--- config.mk ---
export PLATFORM = sky130hd
export DESIGN_NAME = pulse_ascii_streamer
export DESIGN_NICKNAME = d
export VERILOG_FILES = /design/src/rtl/pcs_pkg.sv /design/src/rtl/pcs_edge_counter.sv /design/src/rtl/pcs_bcd_conv.sv /design/src/rtl/pcs_uart_tx.sv /design/src/rtl/pulse_ascii_streamer.sv
export SDC_FILE = /design/constraint.sdc
export NUM_CORES = 1
export LEC_CHECK = 0
export ABC_AREA = 1
export BUFFER_PORTS_ARGS = -buffer_cell sky130_fd_sc_hd__buf_2
export CORE_AREA = 2 2 117 119
export CTS_BUF_LIST = sky130_fd_sc_hd__clkbuf_8 sky130_fd_sc_hd__clkbuf_16
export DETAILED_ROUTE_END_ITERATION = 7
export DIE_AREA = 0 0 119 121
export GPL_TIMING_DRIVEN = 1
export PLACE_DENSITY = 0.86
export RECOVER_POWER = 25
export SYNTH_ARGS = -nofsm -noshare
export SYNTH_HDL_FRONTEND = slang
export SYNTH_SLANG_ARGS = --single-unit
--- constraint.sdc ---
create_clock -name clk -period 4.3 [get_ports clk]
set_input_delay 0.215 -clock clk [delete_from_list [all_inputs] [get_ports clk]]
set_output_delay 0.215 -clock clk [all_outputs]
set_load 0.01 [all_outputs]
--- src/rtl/pcs_pkg.sv ---
`timescale 1ns/1ps
package pcs_pkg;

  typedef enum logic [2:0] {
    SQ_SNAP,
    SQ_CONV,
    SQ_DIGIT,
    SQ_SPACE,
    SQ_DRAIN
  } seq_state_e;

  localparam logic [7:0] ASCII_ZERO  = 8'h30;
  localparam logic [7:0] ASCII_SPACE = 8'h20;

  // Decimal digits needed for the largest value of a given bit width
  // (floor(bits * log10(2)) + 1).
  function automatic int dec_digits(input int bits);
    return (bits * 30103) / 100000 + 1;
  endfunction

endpackage

--- src/rtl/pcs_edge_counter.sv ---
`timescale 1ns/1ps
module pcs_edge_counter #(
  parameter int CNT_W = 32
) (
  input  logic             clk,
  input  logic             rst_n,
  input  logic             pulse_in,
  output logic [CNT_W-1:0] count
);

  // sync_q[0], sync_q[1]: synchronizer; sync_q[2]: previous synchronized level
  logic [2:0]       sync_q;
  logic             rise;
  logic [CNT_W-1:0] count_d;

  always_ff @(posedge clk or negedge rst_n) begin
    if (!rst_n) sync_q <= '0;
    else        sync_q <= {sync_q[1:0], pulse_in};
  end

  always_comb begin
    rise    = sync_q[1] & ~sync_q[2];
    count_d = count;
    if (rise) count_d = count + 1'b1;
  end

  always_ff @(posedge clk or negedge rst_n) begin
    if (!rst_n) count <= '0;
    else        count <= count_d;
  end

  // the count moves only by a single step, wrapping at all ones
  assert_count_step_R3: assert property (@(posedge clk) disable iff (!rst_n)
    (count != $past(count)) |-> (count == CNT_W'($past(count) + 1'b1)));

endmodule

--- src/rtl/pcs_bcd_conv.sv ---
`timescale 1ns/1ps
module pcs_bcd_conv #(
  parameter int BIN_W  = 32,
  parameter int DIGITS = 10
) (
  input  logic                  clk,
  input  logic                  rst_n,
  input  logic                  start,
  input  logic [BIN_W-1:0]      bin,
  output logic                  done,
  output logic [DIGITS*4-1:0]   bcd
);

  localparam int CNT_BITS = $clog2(BIN_W + 1);

  logic [BIN_W-1:0]    bin_q,  bin_d;
  logic [DIGITS*4-1:0] bcd_q,  bcd_d;
  logic [DIGITS*4-1:0] adj;
  logic [CNT_BITS-1:0] left_q, left_d;
  logic                done_q, done_d;

  // add-3 correction on every digit before each shift
  for (genvar g = 0; g < DIGITS; g++) begin : g_adj
    always_comb begin
      if (bcd_q[g*4 +: 4] >= 4'd5) adj[g*4 +: 4] = bcd_q[g*4 +: 4] + 4'd3;
      else                         adj[g*4 +: 4] = bcd_q[g*4 +: 4];
    end

    // every finished digit lies in 0..9
    assert_digit_range_R4: assert property (@(posedge clk) disable iff (!rst_n)
      done_q |-> (bcd_q[g*4 +: 4] <= 4'd9));
  end

  always_comb begin
    bin_d  = bin_q;
    bcd_d  = bcd_q;
    left_d = left_q;
    done_d = 1'b0;
    if (start) begin
      bin_d  = bin;
      bcd_d  = '0;
      left_d = CNT_BITS'(BIN_W);
    end else if (left_q != '0) begin
      bcd_d  = {adj[DIGITS*4-2:0], bin_q[BIN_W-1]};
      bin_d  = {bin_q[BIN_W-2:0], 1'b0};
      left_d = left_q - 1'b1;
      if (left_q == CNT_BITS'(1)) done_d = 1'b1;
    end
  end

  always_ff @(posedge clk or negedge rst_n) begin
    if (!rst_n) begin
      bin_q  <= '0;
      bcd_q  <= '0;
      left_q <= '0;
      done_q <= 1'b0;
    end else begin
      bin_q  <= bin_d;
      bcd_q  <= bcd_d;
      left_q <= left_d;
      done_q <= done_d;
    end
  end

  assign done = done_q;
  assign bcd  = bcd_q;

endmodule

--- src/rtl/pcs_uart_tx.sv ---
`timescale 1ns/1ps
module pcs_uart_tx #(
  parameter int CLKS_PER_BIT = 868
) (
  input  logic       clk,
  input  logic       rst_n,
  input  logic       load,
  input  logic [7:0] data,
  output logic       idle,
  output logic       txd
);

  localparam int DIV_W = $clog2(CLKS_PER_BIT + 1);

  logic [9:0]       frame_q, frame_d;
  logic [3:0]       bits_q,  bits_d;
  logic [DIV_W-1:0] div_q,   div_d;
  logic             busy;
  logic             bit_end;

  always_comb begin
    busy    = (bits_q != 4'd0);
    bit_end = (div_q == DIV_W'(CLKS_PER_BIT - 1));
    frame_d = frame_q;
    bits_d  = bits_q;
    div_d   = div_q;
    if (load && !busy) begin
      frame_d = {1'b1, data, 1'b0};
      bits_d  = 4'd10;
      div_d   = '0;
    end else if (busy) begin
      if (bit_end) begin
        div_d   = '0;
        frame_d = {1'b1, frame_q[9:1]};
        bits_d  = bits_q - 1'b1;
      end else begin
        div_d   = div_q + 1'b1;
      end
    end
  end

  always_ff @(posedge clk or negedge rst_n) begin
    if (!rst_n) begin
      frame_q <= '1;
      bits_q  <= '0;
      div_q   <= '0;
    end else begin
      frame_q <= frame_d;
      bits_q  <= bits_d;
      div_q   <= div_d;
    end
  end

  assign idle = !busy;
  assign txd  = frame_q[0];

  // a byte is only handed over while the line is free
  assert_load_idle_R6: assert property (@(posedge clk) disable iff (!rst_n)
    load |-> !busy);

  // the line rests high whenever no frame is in flight
  assert_idle_high_R6: assert property (@(posedge clk) disable iff (!rst_n)
    !busy |-> txd);

endmodule

--- src/rtl/pulse_ascii_streamer.sv ---
`timescale 1ns/1ps
module pulse_ascii_streamer
  import pcs_pkg::*;
#(
  parameter int CNT_W        = 32,
  parameter int CLKS_PER_BIT = 868
) (
  input  logic clk,
  input  logic rst_n,
  input  logic pulse_in,
  output logic txd
);

  localparam int DIGITS = dec_digits(CNT_W);
  localparam int IDX_W  = $clog2(DIGITS + 1);

  logic [CNT_W-1:0]    count;
  logic                conv_start;
  logic                conv_done;
  logic [DIGITS*4-1:0] bcd;
  logic                tx_load;
  logic [7:0]          tx_byte;
  logic                tx_idle;

  seq_state_e          state_q, state_d;
  logic [IDX_W-1:0]    idx_q,   idx_d;
  logic                seen_q,  seen_d;
  logic [3:0]          cur;

  pcs_edge_counter #(.CNT_W(CNT_W)) i_counter (
    .clk      (clk),
    .rst_n    (rst_n),
    .pulse_in (pulse_in),
    .count    (count)
  );

  // the converter's load on start is the record snapshot
  pcs_bcd_conv #(.BIN_W(CNT_W), .DIGITS(DIGITS)) i_conv (
    .clk   (clk),
    .rst_n (rst_n),
    .start (conv_start),
    .bin   (count),
    .done  (conv_done),
    .bcd   (bcd)
  );

  pcs_uart_tx #(.CLKS_PER_BIT(CLKS_PER_BIT)) i_tx (
    .clk   (clk),
    .rst_n (rst_n),
    .load  (tx_load),
    .data  (tx_byte),
    .idle  (tx_idle),
    .txd   (txd)
  );

  always_comb begin
    cur        = bcd[idx_q*4 +: 4];
    state_d    = state_q;
    idx_d      = idx_q;
    seen_d     = seen_q;
    conv_start = 1'b0;
    tx_load    = 1'b0;
    tx_byte    = ASCII_SPACE;
    case (state_q)
      SQ_SNAP: begin
        conv_start = 1'b1;
        state_d    = SQ_CONV;
      end
      SQ_CONV: begin
        if (conv_done) begin
          idx_d   = IDX_W'(DIGITS - 1);
          seen_d  = 1'b0;
          state_d = SQ_DIGIT;
        end
      end
      SQ_DIGIT: begin
        if (!seen_q && cur == 4'd0 && idx_q != '0) begin
          idx_d = idx_q - 1'b1;
        end else if (tx_idle) begin
          tx_load = 1'b1;
          tx_byte = ASCII_ZERO | {4'b0000, cur};
          seen_d  = 1'b1;
          if (idx_q == '0) state_d = SQ_SPACE;
          else             idx_d   = idx_q - 1'b1;
        end
      end
      SQ_SPACE: begin
        if (tx_idle) begin
          tx_load = 1'b1;
          tx_byte = ASCII_SPACE;
          state_d = SQ_DRAIN;
        end
      end
      SQ_DRAIN: begin
        if (tx_idle) state_d = SQ_SNAP;
      end
      default: state_d = SQ_SNAP;
    endcase
  end

  always_ff @(posedge clk or negedge rst_n) begin
    if (!rst_n) begin
      state_q <= SQ_SNAP;
      idx_q   <= '0;
      seen_q  <= 1'b0;
    end else begin
      state_q <= state_d;
      idx_q   <= idx_d;
      seen_q  <= seen_d;
    end
  end

  // only digit codes or the separator reach the transmitter
  assert_byte_code_R5: assert property (@(posedge clk) disable iff (!rst_n)
    tx_load |-> (tx_byte == ASCII_SPACE ||
                 (tx_byte >= 8'd48 && tx_byte <= 8'd57)));

  // the first digit of a record is a zero only when it is the last digit
  assert_no_lead_zero_R4: assert property (@(posedge clk) disable iff (!rst_n)
    (tx_load && state_q == SQ_DIGIT && !seen_q) |->
      (tx_byte != ASCII_ZERO || idx_q == '0));

endmodule

==> impl.org <==
** Timing
- Setup violations remaining at the end of the flow were counted as 0.
- The clock arrives with 0.00955 ns of skew.
- Transition time at the pin with the least slew margin :: 2.75 ns
- Final critical-path share of the clock period :: 70.2%
- Final setup TNS :: 0 ns
- Setup repair after global routing left no endpoint under its margin.
- Count of final max-slew check failures :: 114
- In this run the tightest slew margin relative to its limit is -83.2%.
- Highest clock frequency the design can meet :: 331 MHz
- The final number of hold-violating endpoints was 0.
- Post-layout min period :: 3.02 ns

** Logic synthesis
- Ranked by total cell area, the synthesized netlist is headed by dfrtp_1, nand2_1, inv_1.
- Synthesis instantiated 42 different standard cells from the library.
- The number of nets in the synthesized netlist is 953.
- By count the netlist is led by nand2_1, dfrtp_1, inv_1.
- Cell taking the most area after synthesis :: dfrtp_1
- The most used flip-flop cell after synthesis is dfrtp_1.
- The average instance in the mapped netlist occupies 8.38 µm².
- Library cell with the highest instance count after synthesis :: nand2_1
- Number of enable-type register cells in the synthesized netlist :: 0
- Synthesis produced 922 cells.
- Area of the mapped netlist :: 7730 µm²
- Synthesis inferred 145 register bits.
- Of all flip-flops after synthesis, the portion carrying an async set or reset was 100%.
- Top cell type's share of synthesized area :: 44.0%
- Synthesis warning total :: 0
- Summing the sequential cell areas from Yosys gives 47.1% of the chip area.

** Drt
- Total detailed-routing wirelength :: 15.8 mm
- Detailed routing inserted a total of 6226 vias.
- Vias per cell :: 5.59
- Detail-routed net length per standard cell :: 14.1 µm
- Drc violations :: 0
- Initial drt markers :: 522
- The first detailed-routing pass ran for 5 iterations.
- Routed Antenna Nets :: 0

** Clocking
- Clock buffer depth :: 2
- Buffer type at the clock tree root :: clkbuf_16
- Num CTS Buffers :: 17
- For the worst-skew pair, the clock arrives at the later sink with an insertion delay of 0.42 ns.
- Number of buffers inserted by post-CTS setup repair :: 0
- Clock-pin slew was measured on the worst setup and hold paths at 0.06 ns.
- The clock tree synthesis step divided the H-tree into 4 levels.
- Sinks on Clock Net :: 145
- TritonCTS clock tree :: done

** Global route
- The initial antenna violation count is 0.
- The via count of the first global-routing pass was 6138.
- After global routing the overflow that remains totals 0.
- Entering global routing, the biggest net connects 114 pins.
- The first global-routing pass estimated 27.6 mm of wire.
- Tot GR Track Use :: 23.4%

** Finish
- Final cell utilization of the core :: 64.5%
- Compared with the post-synthesis result, the final layout area differs by 9.16%.
- Final instance area :: 8440 µm²
- At the end of the flow, the number of nets in the layout was 956.
- 0 antenna diodes ended up in the layout.
- Leaving out filler cells and counting taps, the final layout contains 1114.
- The multi-input combinational cells in the finished layout cover a total of 3410 µm².
- Storage element area :: 3640 µm²
- Layout cells sized above 1 :: 7.46%
- Fill cells in the final layout number 1049.

** Setup path
- Endpoint of the most critical register-to-register path :: i_conv.bin_q[7]$_DFFE_PN0P_
- Critical path class :: flop to flop
- At the worst endpoint, the required time is 4.60 ns.
- Worst reg-to-reg path cell count :: 9
- The worst setup path is captured at a flop.
- Of all nets on the critical path, the largest fanout is 45.
- R2r startpoint :: state_q[2]$_DFFE_PN0P_
- The worst register-to-register path has a setup slack of 1.28 ns.
- The worst setup path is launched from a flop.
- Data on the critical path arrives at its endpoint at 3.31 ns.

** Power and ir drop
- For this design the static power due to leakage is 3.85 nW.
- In this run, the clock network consumes 48.5% of the power.
- Overall power consumption after layout is estimated at 2.90 mW.
- Maximum VDD drop :: 0.000338 V
- The internal power of the cells totals 2.23 mW.
- For this design the ratio of total power to cell area is 343 nW/µm².
- Total net switching power :: 664 µW
- Sw Share :: 22.9%
- Per report_power, the sequential group accounts for 48.8% of the total.
- Logic gate share of total power :: 2.7%

** Status
- The run finished, with violations left.
- Failing checks :: max-capacitance violations, max-slew violations

** Die
- 4 I/O pins were placed.
- In this run the horizontal extent of the chip is 119 µm.
- Starting Density :: 59.1%
- Chip height :: 121 µm
- Full die area :: 14400 µm²
- Number of rows in the core area :: 42
- The total area inside the core boundary comes to 13100 µm².

** Worst hold path
- Along the worst hold path, the cell count comes to 0.
- In this run the worst hold path is classified as flop to flop.
- For hold timing, the worst endpoint is i_counter.sync_q[1]$_DFF_PN0_.
- Critical hold path startpoint :: i_counter.sync_q[0]$_DFF_PN0_

** Placement
- Detailed placement finished with a half-perimeter wire length of 10.2 mm.
- Total placed cells including tap cells :: 1080
- RD Place Congestion :: 0.843
- Buffers added on ports :: 3
- Standard cell area after detailed placement :: 7880 µm²

** Flow run
- The tool flagged a number of max-cap violations equal to 1.
==> registers in the layout, summed over array words and instances (netlist names) <==
name / cells
i_tx.frame_q: 9
state_q: 3
i_conv.bin_q: 32
i_conv.done: 1
i_conv.left_q: 6
i_tx.bits_q: 4
i_counter.count: 32
i_conv.bcd: 40
idx_q: 4
seen_q: 1
i_tx.div_q: 10
i_counter.sync_q: 3
==> per-layer routing <==
| metal | wire length, µm | track usage (%) | up-vias | share of wire [%] |
|---|---|---|---|---|
| met5 | 0 | 0 | - | 0 |
| met3 | 664 | 5.08 | 22 | 4.2 |
| li1 | - | - | 3054 | - |
| met1 | 7180 | 30.2 | 3004 | 46 |
| met2 | 7720 | 40.2 | 146 | 49 |
| met4 | 183 | 6.03 | 0 | 1.2 |
==> cells by family after synthesis <==
kind of cell    after synthesis  synth area share (%)
simple gates                377                  22.0
flops                       145                  47.1
fa+ha+maj                    28                  4.53
compound gates              158                  12.5
xor+xnor                     46                  5.21
buf+inv                     168                  8.56
==> repair_timing <==
item / 4_1_cts / 5_1_grt
endpoints found under the setup margin: 0 / 0
hold endpoints to repair: 34 / 0
hold buffers: 2 / 0
gates resized for setup: 0 / 0
==> worst max-delay path, cell delays in order, from the launching register on <==
cell and delay, ns:
dfrtp_1 0.40, nor2_1 0.15, inv_1 0.08, nor2_2 0.07
clkbuf_1 0.65, inv_1 0.55, nand2_1 0.24, inv_2 0.33
a22oi_1 0.31, nand2_1 0.09
==> through the flow <==
stage / worst slack (ns) / hold slack [ns]
floorplan: 2.59 / -0.0806
global placement: 1.85 / 0.324
detailed placement: 1.77 / 0.325
CTS: 1.75 / 0.354
global route: 0.887 / 0.367
finish: 1.28 / 0.351
==> final cells by class <==
cell class | count | area share, %
Clock buffer | 19 | 5.37
Multi-Input combinational cell | 609 | 40.4
Tap cell | 176 | 2.61
Timing Repair Buffer | 9 | 0.712
Inverter | 143 | 6.36
Sequential cell | 145 | 43.1
Clock inverter | 13 | 1.36
==> layout by cell type, fill, tap and decap left out, drive strengths merged, types with 4 or more instances in the layout <==
cell type and instances:
xor2 42, nand2 197, nor4 6, dfstp 9
ha 28, dfrtp 136, o221ai 15, o21ai 81
nor3 13, nor2 58, o32ai 9, nand3 80
buf 4, nand4 20, o211ai 16, inv 148
a21oi 12, o22ai 17, clkbuf 22, clkinvlp 4
xnor2 4
==> worst max path at each step <==
stage | from | endpoint | slack [ns] | cells after the start
after floorplan | idx_q[0]$_DFFE_PN0P_ | i_tx.bits_q[3]$_DFFE_PN0P_ | 2.59 | 12
after global placement | idx_q[0]$_DFFE_PN0P_ | i_tx.bits_q[3]$_DFFE_PN0P_ | 1.85 | 10
after detailed placement | idx_q[0]$_DFFE_PN0P_ | i_tx.div_q[2]$_DFFE_PN0P_ | 1.77 | 11
after CTS | state_q[2]$_DFFE_PN0P_ | i_conv.bcd[25]$_DFFE_PN0P_ | 1.75 | 9
after global routing | rst_n | i_conv.bin_q[29]$_DFFE_PN0P_ | 0.89 | 2
final | state_q[2]$_DFFE_PN0P_ | i_conv.bin_q[7]$_DFFE_PN0P_ | 1.28 | 9
==> power by group through the flow <==
stage	Sequential [mW]	Combinational, mW	Clock, mW
3_5_place_dp	1.44	0.0825	0
6_report	1.41	0.0791	1.41
4_1_cts	1.41	0.0863	1.43
5_1_grt	1.42	0.0941	1.48
3_3_place_gp	1.44	0.0818	0
2_1_floorplan	1.43	0.0438	0
Power figures use the tool's default switching activity.
